==> config.mk <==
export PLATFORM = sky130hd
export DESIGN_NAME = smc_tag_window
export DESIGN_NICKNAME = d
export VERILOG_FILES = /design/src/rtl/smc_pkg.sv /design/src/rtl/smc_ptr_ctrl.sv /design/src/rtl/smc_tag_entry.sv /design/src/rtl/smc_tag_window.sv
export SDC_FILE = /design/constraint.sdc
export NUM_CORES = 1
export LEC_CHECK = 0
export CAP_MARGIN = 20
export CORE_ASPECT_RATIO = 1.1
export CORE_MARGIN = 3
export CORE_UTILIZATION = 63
export CTS_BUF_LIST = sky130_fd_sc_hd__clkbuf_4
export DETAILED_ROUTE_END_ITERATION = 10
export GPL_TIMING_DRIVEN = 0
export PLACE_DENSITY = 0.82
export SYNTH_ARGS = -nofsm -noshare
export SYNTH_HDL_FRONTEND = slang
export SYNTH_SLANG_ARGS = --single-unit
==> constraint.sdc <==
create_clock -name clk -period 6.25 [get_ports clk]
set_clock_uncertainty 0.15 [all_clocks]
set_input_delay 1.875 -clock clk [delete_from_list [all_inputs] [get_ports clk]]
set_output_delay 1.875 -clock clk [all_outputs]
set_load 0.01 [all_outputs]
==> src/rtl/smc_pkg.sv <==
package smc_pkg;
  parameter int unsigned SMC_ADDR_W     = 32;
  parameter int unsigned SMC_LINE_BYTES = 32;
  parameter int unsigned SMC_DEPTH      = 16;

  // Per-cycle pointer actions, already qualified by full/empty/flush priority
  typedef struct packed {
    logic flush;
    logic alloc;
    logic retire;
  } smc_ctl_t;
endpackage

==> src/rtl/smc_ptr_ctrl.sv <==
module smc_ptr_ctrl
  import smc_pkg::*;
#(
  parameter int unsigned DEPTH = SMC_DEPTH,
  parameter int unsigned PTR_W = $clog2(DEPTH),
  parameter int unsigned CNT_W = $clog2(DEPTH + 1)
) (
  input  logic             clk,
  input  logic             rst_n,
  input  smc_ctl_t         ctl,
  output logic [PTR_W-1:0] head,
  output logic [PTR_W-1:0] tail,
  output logic [CNT_W-1:0] count,
  output logic             full,
  output logic             empty
);
  localparam logic [PTR_W-1:0] LAST_IDX = PTR_W'(DEPTH - 1);
  localparam logic [CNT_W-1:0] FULL_CNT = CNT_W'(DEPTH);

  logic [PTR_W-1:0] head_q, head_d, tail_q, tail_d;
  logic [CNT_W-1:0] cnt_q, cnt_d;

  always_comb begin
    head_d = head_q;
    tail_d = tail_q;
    cnt_d  = cnt_q;
    if (ctl.flush) begin
      head_d = '0;
      tail_d = '0;
      cnt_d  = '0;
    end else begin
      if (ctl.alloc)  head_d = (head_q == LAST_IDX) ? '0 : head_q + 1'b1;
      if (ctl.retire) tail_d = (tail_q == LAST_IDX) ? '0 : tail_q + 1'b1;
      case ({ctl.alloc, ctl.retire})
        2'b10:   cnt_d = cnt_q + 1'b1;
        2'b01:   cnt_d = cnt_q - 1'b1;
        default: cnt_d = cnt_q;
      endcase
    end
  end

  always_ff @(posedge clk or negedge rst_n) begin
    if (!rst_n) begin
      head_q <= '0;
      tail_q <= '0;
      cnt_q  <= '0;
    end else begin
      head_q <= head_d;
      tail_q <= tail_d;
      cnt_q  <= cnt_d;
    end
  end

  assign head  = head_q;
  assign tail  = tail_q;
  assign count = cnt_q;
  assign full  = (cnt_q == FULL_CNT);
  assign empty = (cnt_q == '0);

  // Distance between pointers, used only for checking
  logic [CNT_W-1:0] gap;
  always_comb begin
    if (head_q >= tail_q) gap = CNT_W'(head_q - tail_q);
    else                  gap = CNT_W'(DEPTH) - CNT_W'(tail_q) + CNT_W'(head_q);
  end

  AST_PTR_GAP: assert property (@(posedge clk) disable iff (!rst_n)
    (cnt_q != FULL_CNT) |-> (gap == cnt_q));
  AST_CNT_BOUND: assert property (@(posedge clk) disable iff (!rst_n)
    cnt_q <= FULL_CNT);
  AST_FLUSH_RESET_PTR: assert property (@(posedge clk) disable iff (!rst_n)
    ctl.flush |=> (head_q == '0 && tail_q == '0));
endmodule

==> src/rtl/smc_tag_entry.sv <==
module smc_tag_entry #(
  parameter int unsigned TAG_W = 27
) (
  input  logic             clk,
  input  logic             rst_n,
  input  logic             set_en,
  input  logic             clr_en,
  input  logic             flush,
  input  logic [TAG_W-1:0] tag_in,
  input  logic [TAG_W-1:0] probe_tag,
  output logic             valid_o,
  output logic             hit_o
);
  logic             vld_q, vld_d;
  logic [TAG_W-1:0] tag_q;

  always_comb begin
    vld_d = vld_q;
    if (flush)       vld_d = 1'b0;
    else if (set_en) vld_d = 1'b1;
    else if (clr_en) vld_d = 1'b0;
  end

  always_ff @(posedge clk or negedge rst_n) begin
    if (!rst_n) vld_q <= 1'b0;
    else        vld_q <= vld_d;
  end

  // Tag storage: data register, enable only, no reset
  always_ff @(posedge clk) begin
    if (set_en && !flush) tag_q <= tag_in;
  end

  assign valid_o = vld_q;
  assign hit_o   = vld_q && (tag_q == probe_tag);

  AST_ENTRY_SET: assert property (@(posedge clk) disable iff (!rst_n)
    (set_en && !flush) |=> valid_o);
  AST_ENTRY_FLUSH: assert property (@(posedge clk) disable iff (!rst_n)
    flush |=> !valid_o);
  AST_ENTRY_RELEASE: assert property (@(posedge clk) disable iff (!rst_n)
    (clr_en && !set_en) |=> !valid_o);
endmodule

==> src/rtl/smc_tag_window.sv <==
module smc_tag_window
  import smc_pkg::*;
#(
  parameter int unsigned ADDR_W     = SMC_ADDR_W,
  parameter int unsigned LINE_BYTES = SMC_LINE_BYTES,
  parameter int unsigned DEPTH      = SMC_DEPTH,
  localparam int unsigned OFS_W     = $clog2(LINE_BYTES),
  localparam int unsigned TAG_W     = ADDR_W - OFS_W,
  localparam int unsigned PTR_W     = $clog2(DEPTH),
  localparam int unsigned CNT_W     = $clog2(DEPTH + 1)
) (
  input  logic              clk,
  input  logic              rst_n,
  input  logic              alloc_valid,
  input  logic [ADDR_W-1:0] alloc_addr,
  input  logic              retire_valid,
  input  logic              store_valid,
  input  logic [ADDR_W-1:0] store_addr,
  output logic              flush_req,
  output logic              full,
  output logic [CNT_W-1:0]  occupancy,
  output logic              alloc_err
);
  logic [TAG_W-1:0] alloc_tag, store_tag;
  logic [PTR_W-1:0] head, tail;
  logic             empty;
  logic [DEPTH-1:0] valid_vec, hit_vec;
  smc_ctl_t         ctl;

  assign alloc_tag = alloc_addr[ADDR_W-1:OFS_W];
  assign store_tag = store_addr[ADDR_W-1:OFS_W];

  logic unused_ofs;
  assign unused_ofs = ^{alloc_addr[OFS_W-1:0], store_addr[OFS_W-1:0]};

  // Compare uses only entries registered before this edge
  assign flush_req = store_valid && (|hit_vec);
  assign alloc_err = alloc_valid && full;

  assign ctl.flush  = flush_req;
  assign ctl.alloc  = alloc_valid && !full && !flush_req;
  assign ctl.retire = retire_valid && !empty && !flush_req;

  smc_ptr_ctrl #(.DEPTH(DEPTH), .PTR_W(PTR_W), .CNT_W(CNT_W)) u_ptr (
    .clk   (clk),
    .rst_n (rst_n),
    .ctl   (ctl),
    .head  (head),
    .tail  (tail),
    .count (occupancy),
    .full  (full),
    .empty (empty)
  );

  for (genvar i = 0; i < DEPTH; i++) begin : g_ent
    smc_tag_entry #(.TAG_W(TAG_W)) u_ent (
      .clk       (clk),
      .rst_n     (rst_n),
      .set_en    (ctl.alloc && (head == PTR_W'(i))),
      .clr_en    (ctl.retire && (tail == PTR_W'(i))),
      .flush     (flush_req),
      .tag_in    (alloc_tag),
      .probe_tag (store_tag),
      .valid_o   (valid_vec[i]),
      .hit_o     (hit_vec[i])
    );
  end

  AST_COUNT_MATCH: assert property (@(posedge clk) disable iff (!rst_n)
    $countones(valid_vec) == int'(occupancy));
  AST_EMPTY_QUIET: assert property (@(posedge clk) disable iff (!rst_n)
    (occupancy == '0) |-> !flush_req);
  AST_FLUSH_EMPTIES: assert property (@(posedge clk) disable iff (!rst_n)
    flush_req |=> (occupancy == '0 && valid_vec == '0));
  AST_FULL_REFUSE: assert property (@(posedge clk) disable iff (!rst_n)
    (full && !retire_valid && !flush_req) |=> full);
  AST_EMPTY_RETIRE: assert property (@(posedge clk) disable iff (!rst_n)
    (empty && !alloc_valid && !flush_req) |=> (occupancy == '0));
endmodule

==> results.toml <==
[synth]
synth_top_cell_by_area = "edfxtp_1"
yosysTopAreaCellShare_pct = 62.1
synth_fp_nets = 1537
ys_seq_area_share_pct = 65.6
synthArstFlopShare_pct = 6.29
yosys_warnings = 0
synth_cell_types = 45
synth_area_leaders = "edfxtp_1, xnor2_1, nand4_1, dfrtp_1, nor4_1"
syn_area_per_cell_um2 = 14.3
synth_ff_type = "edfxtp_1"
synth_edf_count = 432
yosysMostFrequentCell = "xnor2_1"
synth_commonest_cells = "xnor2_1, edfxtp_1, nand4_1"
netlist_instances = 1458
mappedNetlistArea_mm2 = 0.0209
yosys_register_bits = 461

[critical_path]
crit_path_max_fanout = 10
worstRegToRegCells = 13
worstSetupPathDepth = 10
r2r_slack_ns = 2.06
r2r_start = "g_ent[3].u_ent.tag_q[26]"
worst_setup_path_end_kind = "output port"
r2r_end = "u_ptr.count[4]"
start_kind = "primary input"
crit_chain = "buf_4, buf_6, xnor2_1, nand4_1, nor4_1, a22oi_1, nand4_1, nor2_1, nor2_1, dlymetal6s2s_1"
cp.required_ns = 4.22
max_stage_delay_ns = 0.43
cpMaxStageDelayCell = "nor4_1"
cp.buffers_inverters = 3
arrival_ns = 3.98
crit_type = "in -> out"
crit_start = "store_addr[17]"
endpoint = "flush_req"
crit_family = "simple AND/OR/NAND/NOR gates"

[layout]
final_util_pct = 75.2
final_net_count = 1733
drive_above_1_share_pct = 18.2
syn_to_final_growth_pct = 16.8

[flow_run]
drv_cap = 0

[sta]
fmax_mhz = 166
timing_hold_violations_final = 0
rsz0062_at_grt = "false"
setup_ws_ns = 0.241
drv_slew = 0
finalCritPeriodShare_pct = 96.1
post-route-min-period_ns = 6.01
worst_slew_pin_slew_ns = 1.32
maxSlewHeadroom_pct = 12.0
setup_violations = 0

[detailed_routing]
routed_wirelength_um = 68700
vias = 14700
via_per_inst = 6.84
wl_per_cell_um = 31.9
route.detailed.drc = 0
drt_iter0_markers = 2544
dr.pass1.iters = 6
ant_nets = 0

[die]
core_area_mm2 = 0.0325
boundaryPins = 77
die_width_um = 180
std_cell_rows = 69
die_area_mm2 = 0.0354
start_util_pct = 64.4
fp.dieH_um = 197

[grt]
overflow = 0
antenna_found_initial = 2
grt_pass1_wl_um = 96900
grt_pass1_vias = 14700
grt_max_degree = 19
grt_use_total_pct = 38.5

[clocking]
cts_tree = "yes"
cts_root_buf = "clkbuf_4"
cts-buffers-inserted = 111
cts_sinks = 461
clk_latency_ns = 0.82
htreeDepth = 3
cts_buffer_depth = 3
cts_hold_buffers = 0
clkTransAtPathRegs_ns = 0.06
cts_setup_buffers = 0

[place]
gp_congestion = 0.969
portBuffers = 39
dp_hpwl_um = 43800
place_ws_ns = -0.726

[status]
status = "complete, no violations"

[power_and_ir_drop]
irDropWorstVdd_mv = 0.173
p_leak_nw = 7.52
p_per_area_mw_per_mm2 = 319

[worst_hold_path]
hold_path.class = "reg -> reg"
[sequential cells by signal (all words and copies together), names as in the netlist]
name,cells
g_ent.u_ent.tag_q,432
g_ent.u_ent.valid_o,16
u_ptr.count,5
u_ptr.head,4
u_ptr.tail,4
[final cells by class]
type	count	area (um^2)
inverters	9	33.8
plain buffers	68	723
clock buffers	154	1160
fillers	1920	8070
flip-flops and latches	461	13700
clock inverters	28	141
repair buffers	85	1090
diodes	4	10.0
multi-input cells	918	7010
well taps	426	533
[worst reg2reg max path, cell delays in order, from the launching register on]
cell and delay (ns):
edfxtp_1 0.38, xnor2_1 0.27, nand4_1 0.13, nor4_1 0.79, a22oi_1 0.24, and3_1 0.37, a31oi_4 0.55, buf_6 0.22
nor2_1 0.05, ha_1 0.32, o31a_1 0.12, o32ai_1 0.28, xnor2_1 0.16, nor2_1 0.05
[cell usage in the layout, fill, tap and decap left out, drive strengths merged, types with 2 or more instances in the layout]
cell type        n
nor2b            3
a21oi           10
nand4          217
and3             3
or4              3
clkinv          22
nor3            37
nand2           57
buf            110
a31oi            4
diode            4
xnor2          434
nor4            44
clkdlybuf4s50   38
edfxtp         432
dfrtp           29
nor2            35
xor2             4
nand3            5
inv             12
a32oi           15
nor3b            3
nand2b           2
clkinvlp         2
a22oi           13
ha              10
o21ai            7
clkbuf         158
[worst min path at each step]
stage	from	depth (start not counted)	endpoint	slack [ns]
2_1_floorplan	g_ent[0].u_ent.valid_o	2	g_ent[0].u_ent.valid_o	0.35
6_report	g_ent[7].u_ent.valid_o	2	g_ent[7].u_ent.valid_o	0.44
4_1_cts	g_ent[7].u_ent.valid_o	2	g_ent[7].u_ent.valid_o	0.43
5_1_grt	g_ent[7].u_ent.valid_o	2	g_ent[7].u_ent.valid_o	0.47
3_3_place_gp	g_ent[2].u_ent.valid_o	2	g_ent[2].u_ent.valid_o	0.40
3_5_place_dp	g_ent[7].u_ent.valid_o	2	g_ent[7].u_ent.valid_o	0.40
[where the power goes]
part           total [W]  internal, W  switching (W)  leakage, nW
sequential       0.00397      0.00373       0.000245         4.25
combinational    0.00145     0.000532       0.000920         2.50
clock            0.00236      0.00116        0.00119        0.775
total            0.00778      0.00542        0.00236         7.52
[cell families after synthesis]
group,Yosys count,share of synthesized area [%]
adder cells (fa/ha/maj),10,0.599
flip-flops,461,65.6
buffers and inverters,79,2.25
XOR/XNOR,438,18.4
AO/OA/AOI/OAI,58,2.07
AND/OR/NAND/NOR,412,11.2
[metal layers]
| layer | global-route usage (%) | up-vias | wire (um) |
|---|---|---|---|
| met5 | 0 | - | 0 |
| met4 | 26.3 | 0 | 5160 |
| met3 | 11.3 | 327 | 10600 |
| met2 | 59.0 | 1423 | 30900 |
| met1 | 47.8 | 7000 | 22000 |
| li1 | - | 5981 | - |
[timing repair]
item / in CTS / in global routing
endpoints found under the hold margin: 0 / 0
endpoints found under the setup margin: 1 / 1
pin swaps: 1 / 3
gates resized for setup: 99 / 16
[per-stage QoR]
step / power [W] / hold slack (ns) / setup TNS (ns) / cell area [um^2] / std cells
floorplan: 0.00478 / 0.349 / 0 / 20900 / 1458
global placement: 0.00525 / 0.400 / -557.84 / 21800 / 1923
detailed placement: 0.00537 / 0.404 / -0.726 / 22400 / 1963
CTS: 0.00770 / 0.428 / 0 / 24100 / 2143
global route: 0.00803 / 0.474 / 0 / 24400 / 2151
finish: 0.00778 / 0.438 / 0 / 24400 / 2153
No activity file was read; power rests on OpenSTA's default activity.
